--- src/rtl/pwm_tmr_pkg.sv ---
// Shared types for the buffered-duty PWM timer.
// Assumes: nothing beyond standard SystemVerilog.
package pwm_tmr_pkg;

    // Control bits loaded together by one control write
    typedef struct packed {
        logic run;
        logic invert;
    } pwm_ctl_t;

endpackage

--- src/rtl/pwm_tmr_regs.sv ---
// Configuration registers: control bits, period compare, duty holding latch
// and working duty register with its commit gap counter.
// Assumes: duty_hit is only ever high together with a count strobe while
// running; GAP >= 2.
module pwm_tmr_regs
    import pwm_tmr_pkg::*;
#(
    parameter int W   = 8,
    parameter int GAP = 3
) (
    input  logic          clk,
    input  logic          rst_n,
    input  logic          ctl_we,
    input  logic          ctl_run,
    input  logic          ctl_invert,
    input  logic          period_we,
    input  logic [W-1:0]  period_data,
    input  logic          duty_we,
    input  logic [W-1:0]  duty_data,
    input  logic          tick,
    input  logic          duty_hit,
    output pwm_ctl_t      ctl_q,
    output logic [W-1:0]  period_q,
    output logic [W-1:0]  duty_act_q
);

    localparam int            GW       = $clog2(GAP + 1);
    localparam logic [GW-1:0] GAP_SAT  = GW'(GAP);
    localparam logic [GW-1:0] GAP_NEED = GW'(GAP - 1);

    logic [W-1:0]  duty_hold_q;
    logic          pend_q;
    logic [GW-1:0] gap_q;
    logic          commit;

    // A held value commits on an old-value match at least GAP strobes after the write
    assign commit = pend_q && duty_hit && !duty_we && (gap_q >= GAP_NEED);

    // Control bits
    always_ff @(posedge clk) begin
        if (!rst_n)      ctl_q <= '0;
        else if (ctl_we) ctl_q <= '{run: ctl_run, invert: ctl_invert};
    end

    // Period compare, writable only while stopped
    always_ff @(posedge clk) begin
        if (!rst_n)                        period_q <= '1;
        else if (period_we && !ctl_q.run)  period_q <= period_data;
    end

    // Duty holding latch takes every write
    always_ff @(posedge clk) begin
        if (!rst_n)       duty_hold_q <= '0;
        else if (duty_we) duty_hold_q <= duty_data;
    end

    // Pending flag and strobe gap counter since the last running write
    always_ff @(posedge clk) begin
        if (!rst_n || !ctl_q.run) begin
            pend_q <= 1'b0;
            gap_q  <= '0;
        end else if (duty_we) begin
            pend_q <= 1'b1;
            gap_q  <= '0;
        end else begin
            if (tick && gap_q != GAP_SAT) gap_q <= gap_q + 1'b1;
            if (commit)                   pend_q <= 1'b0;
        end
    end

    // Working duty: follows the latch while stopped, commits while running
    always_ff @(posedge clk) begin
        if (!rst_n)          duty_act_q <= '0;
        else if (!ctl_q.run) duty_act_q <= duty_hold_q;
        else if (commit)     duty_act_q <= duty_hold_q;
    end

endmodule

--- src/rtl/pwm_tmr_count.sv ---
// Up-counter with a swallowed first strobe, and the period and duty match
// strobes. The period match takes priority over the duty match.
// Assumes: tick is a one-clock strobe; run low clears all state.
module pwm_tmr_count #(
    parameter int W = 8
) (
    input  logic          clk,
    input  logic          rst_n,
    input  logic          run,
    input  logic          tick,
    input  logic [W-1:0]  period,
    input  logic [W-1:0]  duty,
    output logic [W-1:0]  cnt_q,
    output logic          per_hit,
    output logic          duty_hit
);

    logic armed_q;
    logic live;

    assign live     = run && tick && armed_q;
    assign per_hit  = live && (cnt_q == period);
    assign duty_hit = live && (cnt_q == duty) && !per_hit;

    // Arming: the first strobe after enable only arms the counter
    always_ff @(posedge clk) begin
        if (!rst_n || !run) armed_q <= 1'b0;
        else if (tick)      armed_q <= 1'b1;
    end

    // Count: clear on a period match, otherwise step on each live strobe
    always_ff @(posedge clk) begin
        if (!rst_n || !run) cnt_q <= '0;
        else if (per_hit)   cnt_q <= '0;
        else if (live)      cnt_q <= cnt_q + 1'b1;
    end

endmodule

--- src/rtl/pwm_tmr_wave.sv ---
// Output level and interrupt pulse generation from the match strobes.
// Assumes: per_hit and duty_hit are never high together.
module pwm_tmr_wave (
    input  logic clk,
    input  logic rst_n,
    input  logic run,
    input  logic invert,
    input  logic per_hit,
    input  logic duty_hit,
    output logic active_q,
    output logic irq_q,
    output logic pwm_out
);

    // Active phase: set on a period match, cleared on a duty match or stop
    always_ff @(posedge clk) begin
        if (!rst_n || !run) active_q <= 1'b0;
        else if (per_hit)   active_q <= 1'b1;
        else if (duty_hit)  active_q <= 1'b0;
    end

    // Interrupt: one clock after each period match
    always_ff @(posedge clk) begin
        if (!rst_n) irq_q <= 1'b0;
        else        irq_q <= run && per_hit;
    end

    assign pwm_out = active_q ^ invert;

endmodule

--- src/rtl/pwm_duty_timer.sv ---
// Top of the buffered-duty PWM timer: registers, counter and output stage.
// Assumes: all inputs synchronous to clk; cnt_tick comes from a prescaler.
module pwm_duty_timer
    import pwm_tmr_pkg::*;
#(
    parameter int W   = 8,
    parameter int GAP = 3
) (
    input  logic          clk,
    input  logic          rst_n,
    input  logic          ctl_we,
    input  logic          ctl_run,
    input  logic          ctl_invert,
    input  logic          period_we,
    input  logic [W-1:0]  period_data,
    input  logic          duty_we,
    input  logic [W-1:0]  duty_data,
    input  logic          cnt_tick,
    output logic          pwm_out,
    output logic          period_irq
);

    pwm_ctl_t     ctl_q;
    logic         run_w;
    logic         inv_w;
    logic [W-1:0] period_q;
    logic [W-1:0] duty_act_q;
    logic [W-1:0] cnt_q;
    logic         per_hit;
    logic         duty_hit;
    logic         active_q;

    assign run_w = ctl_q.run;
    assign inv_w = ctl_q.invert;

    pwm_tmr_regs #(.W(W), .GAP(GAP)) u_regs (
        .clk         (clk),
        .rst_n       (rst_n),
        .ctl_we      (ctl_we),
        .ctl_run     (ctl_run),
        .ctl_invert  (ctl_invert),
        .period_we   (period_we),
        .period_data (period_data),
        .duty_we     (duty_we),
        .duty_data   (duty_data),
        .tick        (cnt_tick),
        .duty_hit    (duty_hit),
        .ctl_q       (ctl_q),
        .period_q    (period_q),
        .duty_act_q  (duty_act_q)
    );

    pwm_tmr_count #(.W(W)) u_count (
        .clk      (clk),
        .rst_n    (rst_n),
        .run      (run_w),
        .tick     (cnt_tick),
        .period   (period_q),
        .duty     (duty_act_q),
        .cnt_q    (cnt_q),
        .per_hit  (per_hit),
        .duty_hit (duty_hit)
    );

    pwm_tmr_wave u_wave (
        .clk      (clk),
        .rst_n    (rst_n),
        .run      (run_w),
        .invert   (inv_w),
        .per_hit  (per_hit),
        .duty_hit (duty_hit),
        .active_q (active_q),
        .irq_q    (period_irq),
        .pwm_out  (pwm_out)
    );

endmodule

--- config.mk ---
export PLATFORM = sky130hd
export DESIGN_NAME = pwm_duty_timer
export DESIGN_NICKNAME = d
export VERILOG_FILES = /design/src/rtl/pwm_tmr_pkg.sv /design/src/rtl/pwm_tmr_regs.sv /design/src/rtl/pwm_tmr_count.sv /design/src/rtl/pwm_tmr_wave.sv /design/src/rtl/pwm_duty_timer.sv
export SDC_FILE = /design/constraint.sdc
export NUM_CORES = 1
export LEC_CHECK = 0
export BUFFER_PORTS_ARGS = -buffer_cell sky130_fd_sc_hd__buf_2
export CORE_MARGIN = 4
export CORE_UTILIZATION = 30
export CTS_BUF_LIST = sky130_fd_sc_hd__clkbuf_8
export DETAILED_ROUTE_END_ITERATION = 16
export GPL_ROUTABILITY_DRIVEN = 1
export SYNTH_ARGS = -nofsm -noshare
export SYNTH_HDL_FRONTEND = slang
export SYNTH_SLANG_ARGS = --single-unit
--- constraint.sdc ---
create_clock -name clk -period 2.35 [get_ports clk]
set_input_delay 0.1175 -clock clk [delete_from_list [all_inputs] [get_ports clk]]
set_output_delay 0.1175 -clock clk [all_outputs]
set_load 0.01 [all_outputs]
==> results.cfg <==
[outcome]
status = complete, no violations

[yosys]
ys_ff_latch = 40
postSynthAreaPerCell_um2 = 9.11
synth_edf_count = 0
synthFlopType = dfxtp_1
async_flop_share = 0
synth_cells = 195
yosysTopAreaCellShare = 0.451
syn-num-nets = 222
ys_top_cells_by_area = dfxtp_1, mux2i_1, xor2_1
ys_seq_area_frac = 0.451
synthesis.area_um2 = 1780
yosys.area.top_type = dfxtp_1
ys_warn_count = 0
synthDistinctLibCells = 26

[critical_path]
cp.required_ns = 2.57
critPathSlowestCell = dfxtp_1
worst-path-max-fanout = 8
cpPeakStageDelay_ns = 0.46
rr_startpoint = u_regs.ctl_q[1]
r2r-end = u_regs.duty_act_q[6]
crit_type = flip-flop to flip-flop
cp_num_buf_inv = 0
startpoint = u_regs.ctl_q[1]
critPathLaunchType = flip-flop
critical-path-top-delay-family = simple AND/OR/NAND/NOR gates
endpoint_kind = flip-flop
reg2reg_depth = 5
path_cells = nand3_1, nor4_1, and3_1, o31a_1, mux2i_1
arrival_ns = 2.22
reg2reg_slack_ns = 0.35

[power_and_ir_drop]
powerDensity_nw_per_um2 = 640
ir_worst_vdd_mv = 0.390
seqPwrFrac = 0.559
sw_frac_of_total = 0.235
p_clk_frac = 0.356
p_leak_nw = 0.863
p_int_uw = 995
p_sw_uw = 305
p_comb_frac = 0.085

[flow_run]
cap_violations = 0

[placement]
place_area_um2 = 1940
routabilityCongestion = 0.803
port_buffers = 25
hpwl_um = 2460

[worst_hold_path]
whs_endpoint = u_regs.period_q[6]
holdCritStartpoint = period_data[6]
hold_class = primary input to flip-flop
min_path_cells = 3

[clocking]
cts.htree.levels = 2
cts_sinks = 40
cts_resized = 0
post-cts-setup-buffers = 0
root_buffer = clkbuf_8
worstSkewPairLatency_ns = 0.29
clock_path_buffers = 2
cts_tree = built
cts.clk_slew.worst_paths_ns = 0.08
holdBufCountCts = 0
numCtsBuffers = 5

[sta]
fin_crit_ns = 2.00
hold_violations = 0
setup_viol = 0
grt_setup_unrepaired = false
relSlewSlack = 0.671
skew_ns = 0.00927
slew_violations = 0
fmaxAchievable_mhz = 500
setup_tns_ns = 0
fin_crit_sh = 0.850
worst_pin_slew_ns = 0.493

[finish]
stdcell_area_um2 = 2030
syn_to_final_growth_pct = 14.4
final_cell_mix = dfxtp_1, nand2_1, buf_2
layout-drive-gt1-share = 0.161
nets = 243
final_common_cell = dfxtp_1
antenna_cells = 0

[floorplanning]
io_pins = 26
num_rows = 27
die_w_um = 85.0
fp.coreArea_um2 = 5610
die-area_um2 = 7220
die_h_um = 85.0
start_util = 0.317

[route]
ant_nets = 0
viasPerCell = 4.43
dr_total_vias = 1281
drt_iter0_markers = 57
wl_per_cell_um = 11.5
drcViolationCount = 0
drt_pre_antenna_iters = 4
wl_um = 3310

[global_route]
grt_pass1_wl_um = 5700
antenna_found_initial = 0
grt_max_degree = 26
grt_pass1_vias = 1255
grt_overflow_total = 0
grt_use_total = 0.0993
==> routing by layer <==
| layer | up-vias | routed length, um | GRT usage | part of all wire |
|---|---|---|---|---|
| met4 | 0 | 48 | 0.0432 | 0.014 |
| met5 | - | 0 | 0 | 0 |
| met1 | 582 | 1590 | 0.125 | 0.48 |
| met3 | 4 | 120 | 0.0388 | 0.036 |
| met2 | 15 | 1560 | 0.150 | 0.47 |
| li1 | 680 | - | - | - |
==> kinds of logic (layout without fill, tap and decap cells) <==
kind of cell	after synthesis	count (layout)	synth area share
AO/OA/AOI/OAI	5	5	0.0197
XOR/XNOR	25	25	0.127
buffers and inverters	14	36	0.0387
AND/OR/NAND/NOR	90	90	0.241
flip-flops	40	40	0.451
adder cells (fa/ha/maj)	3	3	0.0211
multiplexers	18	18	0.101
==> layout make-up <==
class,count,area (um2)
Clock buffer,6,82.6
Clock inverter,2,11.3
Fill cell,615,3580
Inverter,2,7.51
Multi-Input combinational cell,141,907
Sequential cell,40,801
Tap cell,72,90.1
Timing Repair Buffer,26,133
==> power groups by stage <==
stage                     clock [mW]  sequential (mW)  combinational (mW)
after floorplan                    0            0.736              0.0814
after global placement             0            0.743               0.111
after detailed placement           0            0.742               0.112
after CTS                      0.482            0.727               0.113
after global routing           0.522            0.730               0.126
final                          0.464            0.727               0.110
==> registers in the layout (all words and copies together), names as in the netlist <==
signal              cells
u_count.armed_q         1
u_regs.ctl_q            2
u_regs.duty_hold_q      8
u_regs.pend_q           1
u_wave.irq_q            1
u_count.cnt_q           8
u_regs.gap_q            2
u_wave.active_q         1
u_regs.duty_act_q       8
u_regs.period_q         8
==> metrics by stage <==
step | utilization | hold slack, ns | total power, mW | std cells | worst slack (ns)
2_1_floorplan | - | 0.233 | 0.818 | 195 | 0.719
3_3_place_gp | 0.346 | 0.330 | 0.853 | 281 | 0.440
3_5_place_dp | 0.346 | 0.335 | 0.855 | 281 | 0.365
4_1_cts | 0.362 | 0.0226 | 1.32 | 289 | 0.346
5_1_grt | 0.362 | 0.0200 | 1.38 | 289 | 0.0632
6_report | 0.362 | 0.0290 | 1.30 | 289 | 0.352
==> synthesized netlist by cell type (2+ instances only) <==
library cell	instances
nor4_1	2
inv_1	2
xnor2_1	5
a21oi_1	2
nor3_1	4
buf_6	2
nand3_1	11
nor2b_1	12
xor2_1	19
and3_1	4
mux2i_1	18
dfxtp_1	40
ha_1	3
nand2_1	38
clkbuf_1	8
nor2_1	11
nand4_1	5
==> worst max-delay path by stage <==
stage,to,slack [ns],cells after the start
2_1_floorplan,u_regs.duty_act_q[0],0.72,7
3_5_place_dp,u_regs.duty_act_q[0],0.37,5
5_1_grt,u_regs.duty_act_q[0],0.06,5
6_report,u_regs.duty_act_q[6],0.35,5
4_1_cts,u_regs.duty_act_q[0],0.35,5
3_3_place_gp,u_regs.duty_act_q[3],0.44,5
==> worst min-delay path: cells and delay by family <==
| kind | cells | cell delay (ns) |
|---|---|---|
| buffers and inverters | 1 | 0.07 |
| and+or+nand+nor | 2 | 0.10 |
Note: power is estimated with default switching activity, not from simulation.
